$ cat config.mk
export PLATFORM = sky130hd
export DESIGN_NAME = rdr_pin_router
export DESIGN_NICKNAME = d
export VERILOG_FILES = /design/src/rtl/rdr_pin_pkg.sv /design/src/rtl/rdr_edge_div.sv /design/src/rtl/rdr_out_route.sv /design/src/rtl/rdr_pin_router.sv
export SDC_FILE = /design/constraint.sdc
export NUM_CORES = 1
export LEC_CHECK = 0
export BUFFER_PORTS_ARGS = -buffer_cell sky130_fd_sc_hd__buf_2
export CORE_AREA = 8 8 52 54
export DETAILED_ROUTE_END_ITERATION = 8
export DIE_AREA = 0 0 60 62
export GPL_TIMING_DRIVEN = 0
export PLACE_DENSITY_LB_ADDON = 0.1
export SLEW_MARGIN = 15
export SYNTH_ARGS = -nofsm -noshare
export SYNTH_HDL_FRONTEND = slang
export SYNTH_HIERARCHICAL = 1
export SYNTH_SLANG_ARGS = --single-unit
$ cat constraint.sdc
create_clock -name clk -period 2.5 [get_ports clk]
set_clock_uncertainty 0.05 [all_clocks]
set_input_delay 0.125 -clock clk [delete_from_list [all_inputs] [get_ports clk]]
set_output_delay 0.125 -clock clk [all_outputs]
set_load 0.01 [all_outputs]
$ cat src/rtl/rdr_pin_pkg.sv
package rdr_pin_pkg;
    typedef enum logic [1:0] {
        ST_SLEEP = 2'd0,
        ST_RUN   = 2'd1,
        ST_FAULT = 2'd2,
        ST_CMD   = 2'd3
    } pin_state_t;

    typedef enum logic [1:0] {
        MD_HALF_DUPLEX = 2'd0,
        MD_MON_STRAP   = 2'd1,
        MD_MON_EXTCLK  = 2'd2
    } pin_mode_t;

    localparam int unsigned GAIN_W = 2;
endpackage

$ cat src/rtl/rdr_edge_div.sv
module rdr_edge_div #(
    parameter int unsigned DIV_LOG2 = 5
) (
    input  logic clk,
    input  logic rst_n,
    input  logic clr,
    input  logic tick_in,
    output logic div_out
);
    localparam int unsigned CW = DIV_LOG2;

    logic [CW-1:0] cnt_q;
    logic          prev_q;

    always_ff @(posedge clk or negedge rst_n) begin
        if (!rst_n) begin
            cnt_q  <= '0;
            prev_q <= 1'b0;
        end else begin
            prev_q <= tick_in;
            if (clr) begin
                cnt_q <= '0;
            end else if (tick_in && !prev_q) begin
                cnt_q <= cnt_q + 1'b1;
            end
        end
    end

    assign div_out = cnt_q[CW-1];

    // counter cleared while held in sleep
    a_r5_clear_low: assert property (@(posedge clk) disable iff (!rst_n)
        clr |=> !div_out);
endmodule

$ cat src/rtl/rdr_out_route.sv
module rdr_out_route
    import rdr_pin_pkg::*;
(
    input  logic              cfg_dir_sel,
    input  logic              cfg_ext_clk,
    input  logic [GAIN_W-1:0] cfg_gain,
    input  logic              ec_pin,
    input  logic              demod_cmp,
    input  logic              ref_clk,
    input  logic              in_pin,
    output logic              run_out,
    output logic              run_drv,
    output logic [GAIN_W-1:0] gain_idx
);
    pin_mode_t mode;

    always_comb begin
        if (cfg_ext_clk)      mode = MD_MON_EXTCLK;
        else if (ec_pin)      mode = MD_HALF_DUPLEX;
        else                  mode = MD_MON_STRAP;
    end

    always_comb begin
        run_out = 1'b0;
        run_drv = 1'b1;
        unique case (mode)
            MD_HALF_DUPLEX: begin
                run_out = cfg_dir_sel ? 1'b0 : demod_cmp;
                run_drv = cfg_dir_sel ? in_pin : 1'b1;
            end
            MD_MON_STRAP, MD_MON_EXTCLK: begin
                run_out = cfg_dir_sel ? ref_clk : demod_cmp;
                run_drv = 1'b1;
            end
            default: begin
                run_out = 1'b0;
                run_drv = 1'b0;
            end
        endcase
    end

    // {halve, double}: 00->480, 01->960, 11->240, 10->120 (gain = 120 << idx)
    always_comb begin
        unique case (cfg_gain)
            2'b00:   gain_idx = 2'd2;
            2'b01:   gain_idx = 2'd3;
            2'b11:   gain_idx = 2'd1;
            default: gain_idx = 2'd0;
        endcase
    end
endmodule

$ cat src/rtl/rdr_pin_router.sv
module rdr_pin_router
    import rdr_pin_pkg::*;
#(
    parameter int unsigned DIV_LOG2 = 5
) (
    input  logic              clk,
    input  logic              rst_n,
    input  logic              cfg_active,
    input  logic              cfg_dir_sel,
    input  logic              cfg_ext_clk,
    input  logic [GAIN_W-1:0] cfg_gain,
    input  logic              ec_pin,
    input  logic              demod_cmp,
    input  logic              pll_carrier,
    input  logic              pll_locked,
    input  logic              in_pin,
    input  logic              short_det,
    input  logic              cmd_phase,
    input  logic              cmd_done,
    input  logic              cmd_status_bit,
    output logic              out_pin,
    output logic              drv_en,
    output logic [GAIN_W-1:0] gain_idx,
    output logic              sc_status,
    output logic              lock_status
);
    pin_state_t state_q, state_d;
    logic       fault_q, fault_d;
    logic       ext_carrier, carrier, ref_clk;
    logic       run_out, run_drv, div_clr;

    assign div_clr = (state_q == ST_SLEEP);
    assign fault_d = short_det | (fault_q & ~cmd_done);

    rdr_edge_div #(.DIV_LOG2(DIV_LOG2)) u_ext_div (
        .clk(clk), .rst_n(rst_n), .clr(div_clr),
        .tick_in(ec_pin), .div_out(ext_carrier)
    );

    assign carrier = cfg_ext_clk ? ext_carrier : pll_carrier;

    rdr_edge_div #(.DIV_LOG2(DIV_LOG2)) u_ref_div (
        .clk(clk), .rst_n(rst_n), .clr(div_clr),
        .tick_in(carrier), .div_out(ref_clk)
    );

    rdr_out_route u_route (
        .cfg_dir_sel(cfg_dir_sel), .cfg_ext_clk(cfg_ext_clk),
        .cfg_gain(cfg_gain), .ec_pin(ec_pin), .demod_cmp(demod_cmp),
        .ref_clk(ref_clk), .in_pin(in_pin),
        .run_out(run_out), .run_drv(run_drv), .gain_idx(gain_idx)
    );

    // state register
    always_ff @(posedge clk or negedge rst_n) begin
        if (!rst_n) begin
            state_q <= ST_SLEEP;
            fault_q <= 1'b0;
        end else begin
            state_q <= state_d;
            fault_q <= fault_d;
        end
    end

    // next state
    always_comb begin
        state_d = state_q;
        unique case (state_q)
            ST_SLEEP: begin
                if (cmd_phase)       state_d = ST_CMD;
                else if (cfg_active) state_d = fault_d ? ST_FAULT : ST_RUN;
            end
            ST_RUN: begin
                if (cmd_phase)        state_d = ST_CMD;
                else if (!cfg_active) state_d = ST_SLEEP;
                else if (fault_d)     state_d = ST_FAULT;
            end
            ST_FAULT: begin
                if (cmd_phase)        state_d = ST_CMD;
                else if (!cfg_active) state_d = ST_SLEEP;
            end
            ST_CMD: begin
                if (!cmd_phase) begin
                    if (!cfg_active)  state_d = ST_SLEEP;
                    else if (fault_d) state_d = ST_FAULT;
                    else              state_d = ST_RUN;
                end
            end
            default: state_d = ST_SLEEP;
        endcase
    end

    // outputs
    always_comb begin
        out_pin = 1'b0;
        drv_en  = 1'b0;
        unique case (state_q)
            ST_SLEEP: begin
                out_pin = 1'b0;
                drv_en  = 1'b0;
            end
            ST_RUN: begin
                out_pin = run_out;
                drv_en  = run_drv & ~short_det;
            end
            ST_FAULT: begin
                out_pin = run_out;
                drv_en  = 1'b0;
            end
            ST_CMD: begin
                out_pin = cmd_status_bit;
                drv_en  = cfg_active & ~fault_q & ~short_det;
            end
            default: begin
                out_pin = 1'b0;
                drv_en  = 1'b0;
            end
        endcase
    end

    assign sc_status   = fault_q;
    assign lock_status = pll_locked & ~cfg_ext_clk;

    // assertions
    a_r9_sleep_quiet: assert property (@(posedge clk) disable iff (!rst_n)
        (state_q == ST_SLEEP) |-> (!drv_en && !out_pin));
    a_r6_fault_sticky: assert property (@(posedge clk) disable iff (!rst_n)
        (sc_status && !cmd_done) |=> sc_status);
    a_r6_short_off: assert property (@(posedge clk) disable iff (!rst_n)
        short_det |-> !drv_en);
    a_r7_ext_unlocked: assert property (@(posedge clk) disable iff (!rst_n)
        cfg_ext_clk |-> !lock_status);
    a_r10_cmd_no_gate: assert property (@(posedge clk) disable iff (!rst_n)
        (state_q == ST_CMD && cfg_active && !sc_status && !short_det) |-> drv_en);
    a_r2_half_duplex_low: assert property (@(posedge clk) disable iff (!rst_n)
        (state_q == ST_RUN && !cfg_ext_clk && ec_pin && cfg_dir_sel) |-> !out_pin);
endmodule

==> results.md <==
- Status: finished, final reports clean
- Area fraction in and, or, nand and nor cells after synthesis: 26.6%
- Async SR Flop Fraction: 100%
- FILL cells: 192
- Main flop type after synthesis: dfrtp_1
- Routed vias: 721
- Non-filler cells in the finished layout: 147
- CTS H-tree depth: 1
- Peak supply drop: 0.505 mV
- Post-placement cell count: 141
- Nets: 143
- Cell Area, Synth: 917 um^2
- Yosys reg bits: 15
- Root Buffer: clkbuf_4
- Most common cell after layout, fill and taps aside: buf_2
- Xor and xnor area share after synthesis: 1.91%
- Clock Latency Late Sink: 0.27 ns
- Compound-cell area share of the yosys netlist: 10.8%
- Fmax: 500 MHz
- Fin crit period: 2.00 ns
- # port buffers: 20
- Chip Height: 62 um
- CP Launch Type: flop
- Final setup viols: 0
- R2R Path End: state_q[1]$_DFFE_PN0P_
- Count of hold buffers inserted by post-cts repair: 2
- Multiplexer share of the synthesized area: 9.14%
- Worst Tran Pin Value: 0.640 ns
- Post-synth EDFFs: 0
- Slowest stage cell, crit path: ha_1
- Reg2reg start: state_q[0]$_DFFE_PN0P_
- # diodes: 0
- Adder-cell share of the synthesized area: 8.19%
- Post-CTS setup buffers: 0
- Pwr Total: 0.000843 W
- Final Max Slew Viols: 0
- PD cells: 768 nW/um^2
- Tcrit/Tclk final: 80.1%
- Share of cells above drive strength 1: 30.0%
- Reg area: 375 um^2
- Post-CTS sizing: 0
- Die Area: 3720 um^2
- RePlAce Congestion: 0.806
- Post-Syn Nets: 116
- Fin. Hold Viols: 0
- Worst r2r path cells: 6
- First-pass GRT wire length: 3180 um
- HPWL after DPL: 1420 um
- Synth top area cells: dfrtp_1 41%, ha_1 8.2%, nor2_1 4.5%
- Worst path max stage delay: 0.57 ns
- Post-route ant nets: 0
- Setup_tns: 0 ns
- Vias per cell: 4.90
- CTS sink count: 15
- Num CTS Buffers: 3
- CTS tree: yes
- Area Growth Syn to Fin: 19.8%
- Synth warnings: 6
- Number of global-route vias before repair: 772
- Post-synthesis sequential area ratio: 40.9%
- Share of the synthesized area in the top cell type: 40.9%
- Initial antenna violation count: 0
- Hold Path Stages: 2
- Yosys top cell by area: dfrtp_1
- Most frequent cells in the layout: 20 x buf_2, 15 x dfrtp_1, 11 x nor2_1, 8 x nand2_1, 7 x a21oi_1
- Core area: 1900 um^2
- Syn Area/Cell: 9.76 um^2
- CP endpoint kind: flop
- # rows: 16
- Multi-input gate area: 519 um^2
- CP cell instances: inv_1, ha_1, nor3_1, a21oi_1, o21a_1, mux2_4
- WHS Endpoint: sc_status$_DFF_PN0_
- R2r setup slk: 0.50 ns
- WL final: 1800 um
- Crit-path max FO: 19
- Final worst slack: 0.498 ns
- Avg WL per Cell: 12.2 um
- LEAKAGE: 0.542 nW
- Clock transition at path regs: 0.09 ns
- Arr. time, crit path: 2.12 ns
- Slew Limit Headroom: 57.3%
- Die width: 60 um
- All-layer global routing usage: 11.1%
- Total congestion overflow: 0
- Final core utilization: 57.8%
- Main combinational cell family by area after synthesis: simple AND/OR/NAND/NOR gates
- Initial DRC count: 14
- Pre-Repair DR Iteration Count: 4
- Top Ports: 22
- Min-delay worst type: input pin to flop
- Max Cap Viol: 0
- Count of cell types in the netlist: 28
- HP Start: short_det
- DRC viols: 0
- Worst Setup Path Type: flop to flop
- Largest net degree at the start of global routing: 20
- Required time of the worst setup path: 2.62 ns
- Dpl ws: 0.486 ns
- Unrepaired setup endpoints after global routing: no
- CTS Buffer Depth: 2
- Starting Density: 48.2%
- Post-Syn Instances: 94
per-stage QoR:
stage	hold slack, ns	area [um^2]
floorplan	-0.221	917
global placement	-0.000296	1050
detailed placement	0.00555	1050
CTS	0.0738	1100
global route	0.0881	1100
finish	0.0784	1100
report_power, final:
group	switching (W)	internal [W]	leakage, nW
Combinational	0.000196	0.000172	0.327
Sequential	0.0000465	0.000292	0.197
Clock	0.0000772	0.0000592	0.0177
logic make-up after synthesis:
| logic type | Yosys count |
|---|---|
| multiplexers | 7 |
| adder cells (fa/ha/maj) | 6 |
| buffers and inverters | 6 |
| AO/OA/AOI/OAI | 16 |
| XOR/XNOR | 2 |
| flip-flops | 15 |
| AND/OR/NAND/NOR | 42 |
layer usage:
metal	GRT usage (%)	vias to the layer above	part of all wire, %
met5	0	-	0
met4	5.10	0	1.1
li1	-	375	-
met3	1.65	2	2.8
met1	12.6	331	47
met2	20.2	13	49
worst max-delay path, delay by kind of cell, from the launching register on:
| kind | cells | cell delay [ns] |
|---|---|---|
| buffers and inverters | 1 | 0.10 |
| AND/OR/NAND/NOR | 1 | 0.09 |
| multiplexers | 1 | 0.31 |
| AO/OA/AOI/OAI | 2 | 0.34 |
| adder cells (fa/ha/maj) | 1 | 0.57 |
| flip-flops | 1 | 0.43 |
flip-flops by register name, summed over array words and instances, names as in the netlist:
signal / count
sc_status: 1
u_ext_div/cnt_q: 5
u_ref_div/cnt_q: 5
u_ref_div/prev_q: 1
state_q: 2
u_ext_div/prev_q: 1
cell usage after synthesis (3+ instances only):
| master | count |
|---|---|
| nor3_1 | 3 |
| inv_1 | 5 |
| nand3b_1 | 3 |
| o21ai_0 | 4 |
| nor2_1 | 11 |
| nand2_1 | 8 |
| a21oi_1 | 7 |
| nor2b_1 | 4 |
| mux2_2 | 3 |
| ha_1 | 6 |
| dfrtp_1 | 15 |
layout make-up:
type                       count  share of cell area (%)
timing repair buffer          22                    10.9
multi-input combinational     73                    47.3
inverter                       5                    1.71
clock buffer                   3                    2.05
sequential                    15                    34.2
buffer                         1                   0.342
tap                           27                    3.08
clock inverter                 1                   0.456
worst max path at each step:
stage                                 startpoint  slack [ns]                endpoint
after floorplan           state_q[0]$_DFFE_PN0P_        0.75  state_q[0]$_DFFE_PN0P_
after detailed placement  state_q[0]$_DFFE_PN0P_        0.49  state_q[0]$_DFFE_PN0P_
final                     state_q[0]$_DFFE_PN0P_        0.50  state_q[1]$_DFFE_PN0P_
after CTS                 state_q[0]$_DFFE_PN0P_        0.48  state_q[1]$_DFFE_PN0P_
after global placement    state_q[0]$_DFFE_PN0P_        0.53  state_q[1]$_DFFE_PN0P_
after global routing      state_q[1]$_DFFE_PN0P_        0.32  state_q[1]$_DFFE_PN0P_
(Power assumes the default switching activity.)
